--- src/rtl/ldst_exec.sv ---
module ldst_exec #(
  parameter int ADDR_W    = 32,
  parameter int REG_AW    = 7,
  parameter int OFF_W     = 24,
  parameter int MAX_BYTES = 4,
  parameter int PROT_REG  = 8
) (
  input  logic              clk,
  input  logic              rst_n,
  input  logic              start,
  input  logic [31:0]       instr_word,
  input  logic [ADDR_W-1:0] psave_word,
  input  logic [ADDR_W-1:0] base_reg,
  output logic              busy,
  output logic              done,
  output logic              illegal,
  output logic              flush_req,
  output logic [REG_AW-1:0] reg_addr,
  input  logic [7:0]        reg_rdata,
  output logic              reg_wr,
  output logic [7:0]        reg_wdata,
  output logic              mem_req,
  output logic              mem_we,
  output logic [ADDR_W-1:0] mem_addr,
  output logic [7:0]        mem_wdata,
  input  logic [7:0]        mem_rdata,
  input  logic              mem_ack
);

  localparam int LW = $clog2(MAX_BYTES);
  localparam int SW = LW + 2;
  localparam logic [SW-1:0] MAXB = SW'(MAX_BYTES);
  localparam logic [REG_AW-1:0] PROT = REG_AW'(PROT_REG);

  typedef enum logic [1:0] {S_IDLE, S_XFER, S_FLUSH, S_DONE} st_t;
  st_t st;

  logic [2:0]        op_kind;
  logic              rel, no_fl, is_load_d;
  logic [REG_AW-1:0] rsel;
  logic [2:0]        cnt;
  logic [ADDR_W-1:0] ea;
  logic [SW-1:0]     span;
  logic              bad;

  assign op_kind   = instr_word[31:29];
  assign rel       = instr_word[28];
  assign no_fl     = instr_word[25];
  assign is_load_d = instr_word[24];
  assign rsel      = instr_word[16 +: REG_AW];
  assign cnt       = instr_word[2:0];

  assign ea   = rel ? base_reg + {{(ADDR_W-OFF_W){psave_word[OFF_W-1]}}, psave_word[OFF_W-1:0]}
                    : psave_word;
  assign span = SW'(ea[LW-1:0]) + SW'(cnt);
  assign bad  = (op_kind != 3'b111) || (cnt == 3'd0) || (SW'(cnt) > MAXB) || (span > MAXB);

  logic [ADDR_W-1:0] cur_addr;
  logic [REG_AW-1:0] cur_reg;
  logic [2:0]        left;
  logic              ld_q, fl_q, ill_q;

  always_ff @(posedge clk) begin
    if (!rst_n) begin
      st       <= S_IDLE;
      cur_addr <= '0;
      cur_reg  <= '0;
      left     <= '0;
      ld_q     <= 1'b0;
      fl_q     <= 1'b0;
      ill_q    <= 1'b0;
    end else begin
      case (st)
        S_IDLE: if (start) begin
          ill_q    <= bad;
          cur_addr <= ea;
          cur_reg  <= rsel;
          left     <= cnt;
          ld_q     <= is_load_d;
          fl_q     <= ~is_load_d & ~no_fl;
          st       <= bad ? S_DONE : S_XFER;
        end
        S_XFER: if (mem_ack) begin
          cur_addr <= cur_addr + 1'b1;
          cur_reg  <= cur_reg + 1'b1;
          left     <= left - 1'b1;
          if (left == 3'd1) st <= fl_q ? S_FLUSH : S_DONE;
        end
        S_FLUSH: st <= S_DONE;
        default: begin
          st    <= S_IDLE;
          ill_q <= 1'b0;
        end
      endcase
    end
  end

  assign busy      = (st != S_IDLE);
  assign done      = (st == S_DONE);
  assign illegal   = done & ill_q;
  assign flush_req = (st == S_FLUSH);
  assign mem_req   = (st == S_XFER);
  assign mem_we    = mem_req & ~ld_q;
  assign mem_addr  = cur_addr;
  assign mem_wdata = reg_rdata;
  assign reg_addr  = cur_reg;
  assign reg_wr    = mem_req & mem_ack & ld_q & (cur_reg != PROT);
  assign reg_wdata = mem_rdata;

endmodule

--- config.mk ---
export PLATFORM = sky130hd
export DESIGN_NAME = ldst_exec
export DESIGN_NICKNAME = d
export VERILOG_FILES = /design/src/rtl/ldst_exec.sv
export SDC_FILE = /design/constraint.sdc
export NUM_CORES = 1
export LEC_CHECK = 0
export ABC_AREA = 1
export BUFFER_PORTS_ARGS = -buffer_cell sky130_fd_sc_hd__buf_2
export CORE_ASPECT_RATIO = 1.4
export CORE_UTILIZATION = 40
export CTS_CLUSTER_SIZE = 25
export DETAILED_ROUTE_END_ITERATION = 10
export GPL_ROUTABILITY_DRIVEN = 1
export MAX_ROUTING_LAYER = met4
export PLACE_DENSITY_LB_ADDON = 0.08
export SETUP_SLACK_MARGIN = 0.15
export SYNTH_ARGS = -nofsm -noshare
export SYNTH_HDL_FRONTEND = slang
export SYNTH_SLANG_ARGS = --single-unit
export TNS_END_PERCENT = 10
--- constraint.sdc ---
create_clock -name clk -period 5.8 [get_ports clk]
set_input_delay 1.16 -clock clk [delete_from_list [all_inputs] [get_ports clk]]
set_output_delay 1.16 -clock clk [all_outputs]
set_load 0.1 [all_outputs]
; ---- Word level (Yosys, flattened, before mapping)
; Index checks and enable logic that the tools add are counted.
[op_classes]
n_addsub = 5
mul = 0
n_div = 0
magnitude_cmp = 2
n_eq_ne = 9
shift = 0
mux = 18
n_bitwise = 10
reduce_logical = 12
[ops]
columns = operator, count
row1 = 2-to-1 mux 32 bit, 3
row2 = case mux 32 bit (2 select lines), 1
row3 = "adder 32 x 1 -> 32 bit, second input constant", 1
row4 = adder 32 bit, 1
row5 = 2-to-1 mux 7 bit, 2
row6 = case mux 7 bit (2 select lines), 1
row7 = 2-to-1 mux 2 bit, 4
row8 = "adder 7 x 1 -> 7 bit, second input constant", 1
row9 = "!= test 7 x 4 -> 1 bit, second input constant", 1
row10 = AND 1 bit, 6
row11 = 2-to-1 mux 3 bit, 2
row12 = case mux 2 bit (3 select lines), 1
row13 = case mux 3 bit (2 select lines), 1
row14 = AND reduction 3 bit, 2
row15 = adder 2 x 3 -> 4 bit, 1
row16 = "== test 2 bit, second input constant", 2
row17 = "greater-than comparator 4 x 3 -> 1 bit, second input constant", 1
row18 = "!= test 2 x 1 -> 1 bit, second input constant", 2
row19 = inverter 1 bit, 4
row20 = AND reduction 2 bit, 2
row21 = nonzero test 2 bit, 2
row22 = "== test 3 x 1 -> 1 bit, second input constant", 1
row23 = "greater-than comparator 3 bit, second input constant", 1
row24 = logical NOT 3 bit, 1
row25 = 9 further kinds, 12
[word_totals]
register_bits = 47
latchBits = 0
mem_bits_rw = 0
rom_bits = 0
in_bits = 116
word_cells = 63
mem_count = 0

; ---- Depth between registers and ports, before layout
[depth]
depth_word = 8
mapped_depth = 15
depth_no_buf = 15

; ---- Worst setup path after synthesis
; OpenSTA, ideal clock, no wires.
[synth_timing]
kind = register to output
start = register cur_reg[0] (netlist: reg_addr[0])
end = output reg_wr
t_arrival_ns = 3.582
required_ns = 4.640
slack_ns = 1.058
path_stages_with_launch = 6
n_path_buf = 0
cell_sequence = dfxtp_1 inv_1 ha_1 nand4_1 nor3_1 nor3_1
[synth_via]
elab_chain_cells = 2
[synth_rtl]
columns = item, line_no
row1 = from (decl), 59  ; logic [REG_AW-1:0] cur_reg;
row2 = from (signal assigned), 77  ; cur_reg <= rsel;
row3 = from (signal assigned), 85  ; cur_reg <= cur_reg + 1'b1;
row4 = != test 7 x 4 -> 1 bit, 107  ; assign reg_wr = mem_req & mem_ack & ld_q & (cur_reg != PROT);
row5 = AND 1 bit, 107
row6 = to (decl), 20  ; output logic reg_wr,
; Every way passes these cells.

; ---- Worst setup path in the final report
[layout_timing]
start = input instr_word[28]
end = register st[1]
[layout_via]
elab_chain_cells = 7
[layout_rtl]
columns = item, line_no
row1 = from (decl), 11  ; input logic [31:0] instr_word,
row2 = 2-to-1 mux 32 bit, 53  ; assign ea = rel ? base_reg + {{(ADDR_W-OFF_W){psave_word[OFF_W-1]}}, psave_word[OFF_W-1:0]}
row3 = adder 2 x 3 -> 4 bit, 55  ; assign span = SW'(ea[LW-1:0]) + SW'(cnt);
row4 = greater-than comparator 4 x 3 -> 1 bit, 56  ; assign bad = (op_kind != 3'b111) || (cnt == 3'd0) || (SW'(cnt) > MAXB) || (span > MAXB);
row5 = logical OR 1 bit, 56
row6 = 2-to-1 mux 2 bit, 81  ; st <= bad ? S_DONE : S_XFER;
row7 = 2-to-1 mux 2 bit, 74  ; S_IDLE: if (start) begin
row8 = case mux 2 bit (3 select lines), 73  ; case (st)
row9 = to (signal assigned), 81
row10 = to (signal assigned), 87  ; if (left == 3'd1) st <= fl_q ? S_FLUSH : S_DONE;
row11 = to (decl), 36  ; st_t st;
; Every way passes these cells. The select of a mux whose other input is x is not followed.
; A chain may end at the register's enable or synchronous reset.

==> metrics.md <==
| Metric | Value |
|---|---|
| Outcome | finished clean |
| WL per Instance | approximately 14 microns |
| CTS tree | built |
| Slowest stage delay, CP | around 500 ps |
| Largest net degree at the start of global routing | 51 |
| Grt ovf | 0 |
| Buf+Inv Stages, Crit Path | 5 |
| WP data required | 5960 ps |
| GR Util met1 | 0.288 |
| Min-Delay Startpoint | fl_q |
| Setup repair after global routing missed its margin | false |
| EDFF count, synth | 0 |
| Worst Setup End Kind | register |
| Final Hold Viols | 0 |
| Final wirelength | 18.6 mm |
| Post-cts sizing count | 0 |
| Most frequent CP cell | o21ai_0 |
| Pins Over Slew Limit | 0 |
| Number of global-route vias before repair | ~6400 |
| Final-layout fill cell count | 1711 |
| Static leakage | 3.75 nW |
| Fin crit period | between 3000 and 4000 ps |
| Slowest-stage cell, CP | fa_1 |
| Mapped Nets | between 1000 and 1500 |
| Ys flop type | dfxtp_1 |
| CTS Buf Count | 5 |
| Share of the synthesized area in the top cell type | 0.210 |
| Worst Skew | roughly 2.7 ps |
| Placer Congestion | 0.946 |
| Post-DRT Antenna Nets | 0 |
| Fmax | 279 MHz |
| Worst R2R End | reg_addr[4] |
| Antenna violations before repair | 0 |
| Largest buffer count on any clock path | 2 |
| Synth Instances | 1090 |
| Total GRT Usage | 0.252 |
| Synth unique cells | 39 |
| Vias | slightly below 7000 |
| VDD IR max | 0.366 mV |
| Ys async rst share | 0 |
| CP cell instances | buf_2, buf_4, inv_1, o21ai_0, inv_1, fa_1, inv_1, o21ai_0, o21ai_0, o21ai_0, nand2_1, nand2_1, a21oi_1 |
| Met3 Use GR | 0.0191 |
| Drt initial violations | between 200 and 300 |
| # rows | 52 |
| Met2 Use GR | 0.453 |
| WP data arrival | between 3000 and 4000 ps |
| Hold Path End | fl_q |
| Max-slew headroom | 0.460 |
| Flop and latch count out of synthesis | 47 |
| Number of antenna diodes | 0 |
| First-pass GRT wire length | ~30 mm |
| DRC | 0 |
| Share of cells above drive strength 1 | 0.137 |
| R2R Setup Slk | 2430 ps |
| Seq/Total Area, Yosys | 0.157 |
| I/O Buffers | about 130 |
| Worst slew pin tran | 810 ps |
| Cell Area, Synth | ~6000 sq um |
| Skew-Pair Late Insertion Delay | 290 ps |
| H-tree Lvls | 2 |
| Pwr Total | 3.32 mW |
| Initial Util | 0.411 |
| Ports | roughly 180 |
| Setup violators final | 0 |
| Clock slew at reported path FFs | about 60 ps |
| Max FO, Critical Path | 50 |
| Depth of the worst hold-timing path | 2 |
| Max-Cap Viols | 0 |
| Clock sinks | between 40 and 50 |
| Largest delay share family, worst path | buffers and inverters |
| Busiest layer in global routing | met2 |
| Fin crit share | 0.619 |
| Synth-to-Final Area Change | 13.8% |
| Die Area | roughly 15000 sq um |
| Avg Cell Area, Syn | about 5.5 sq um |
| Critical path launch point type | primary input |
| Die Span X | between 100 and 150 microns |
| Via-per-instance ratio | around 5.0 |
| First-pass DRT Iterations | 5 |
| Cell taking the most area after synthesis | nand2_1 |
| RR Startpoint | st[0] |
| Yosys warning count | 0 |
| CTS root buf | clkbuf_16 |
| Chip height | 147 microns |
| CP Class | in2reg |
| Hold buffers post-CTS | 0 |
| Synth cell count leaders | 336 x nand2_1, 168 x inv_1, 130 x nor2_1, 90 x a21oi_1, 67 x o21ai_0 |
| Power per cell area | ~500 nW/um^2 |
| Top cells by area, synth | nand2_1 21%, dfxtp_1 16%, inv_1 11% |
| Most frequent cell after synthesis | nand2_1 |
| Core area | about 15000 sq um |
| Hold Crit Class | reg2reg |
| Setup Buffers After CTS | 0 |
| Final net count | 1345 |
| Hpwl dp | ~15 mm |
| Fin Setup TNS | 0 ps |
| R2R cell count | 9 |
worst reg2reg max path, delay by kind of cell (launching register included):
family,cells,cell delay (ps)
buf+inv,2,980
fa+ha+maj,1,740
flops,1,410
compound gates,3,460
simple gates,3,670
cell type report:
type,instances,area (sq um),share of cell area
Inverter,173,649,0.0952
Clock buffer,8,156,0.0229
Timing Repair Buffer,132,668,0.0979
Sequential cell,47,941,0.138
Tap cell,189,236,0.0347
Multi-Input combinational cell,826,4170,0.611
registers in the layout, indices dropped and copies added (netlist names):
name / cells
ill_q: 1
reg_addr: 7
st: 2
ld_q: 1
mem_addr: 32
left: 3
fl_q: 1
metal layers:
layer	wire, microns	part of all wire
met5	0	0
met4	488	0.026
met3	578	0.031
met2	9650	0.52
met1	7930	0.43
placed cells by master, fill, tap and decap left out, types with 12 or more instances in the layout:
cell type / n
a21oi_1: 90
nand3_1: 56
xor2_1: 20
dfxtp_1: 47
inv_1: 168
xnor2_1: 12
buf_2: 129
nor3_1: 13
nor2_1: 130
nand2_1: 336
ha_1: 41
o21ai_0: 67
stage by stage:
step	std cells	cell area [sq um]	hold slack [ps]	setup slack, ps	utilization
after floorplan	1090	5990	445	1060	-
after global placement	1367	6670	455	1870	0.457
after detailed placement	1367	6670	463	1890	0.457
after CTS	1375	6820	471	2200	0.468
after global routing	1375	6820	504	1920	0.468
final	1375	6820	470	2210	0.468
kinds of logic after synthesis:
kind of cell	synth area share
AOI/OAI and AO/OA	0.164
xor gates and xnor gates	0.0468
DFF	0.157
buffers and inverters	0.147
and+or+nand+nor	0.390
adders and majority gates	0.0944
where the power goes:
| part | leakage, nW | internal, mW | switching [mW] |
|---|---|---|---|
| registers | 0.389 | 0.475 | 0.193 |
| logic | 3.28 | 0.498 | 1.85 |
| clock network | 0.0772 | 0.184 | 0.123 |
| total | 3.75 | 1.16 | 2.17 |
worst max-delay path by stage:
stage	from	endpoint	slack (ps)	cells after the start
final	instr_word[28]	st[1]	2210	13
after floorplan	reg_addr[0]	reg_wr	1060	5
after global routing	instr_word[28]	st[1]	1920	13
after detailed placement	instr_word[28]	st[1]	1890	13
after global placement	instr_word[28]	st[1]	1870	13
after CTS	instr_word[28]	st[1]	2200	13
No activity file was read; power rests on OpenSTA's default activity.
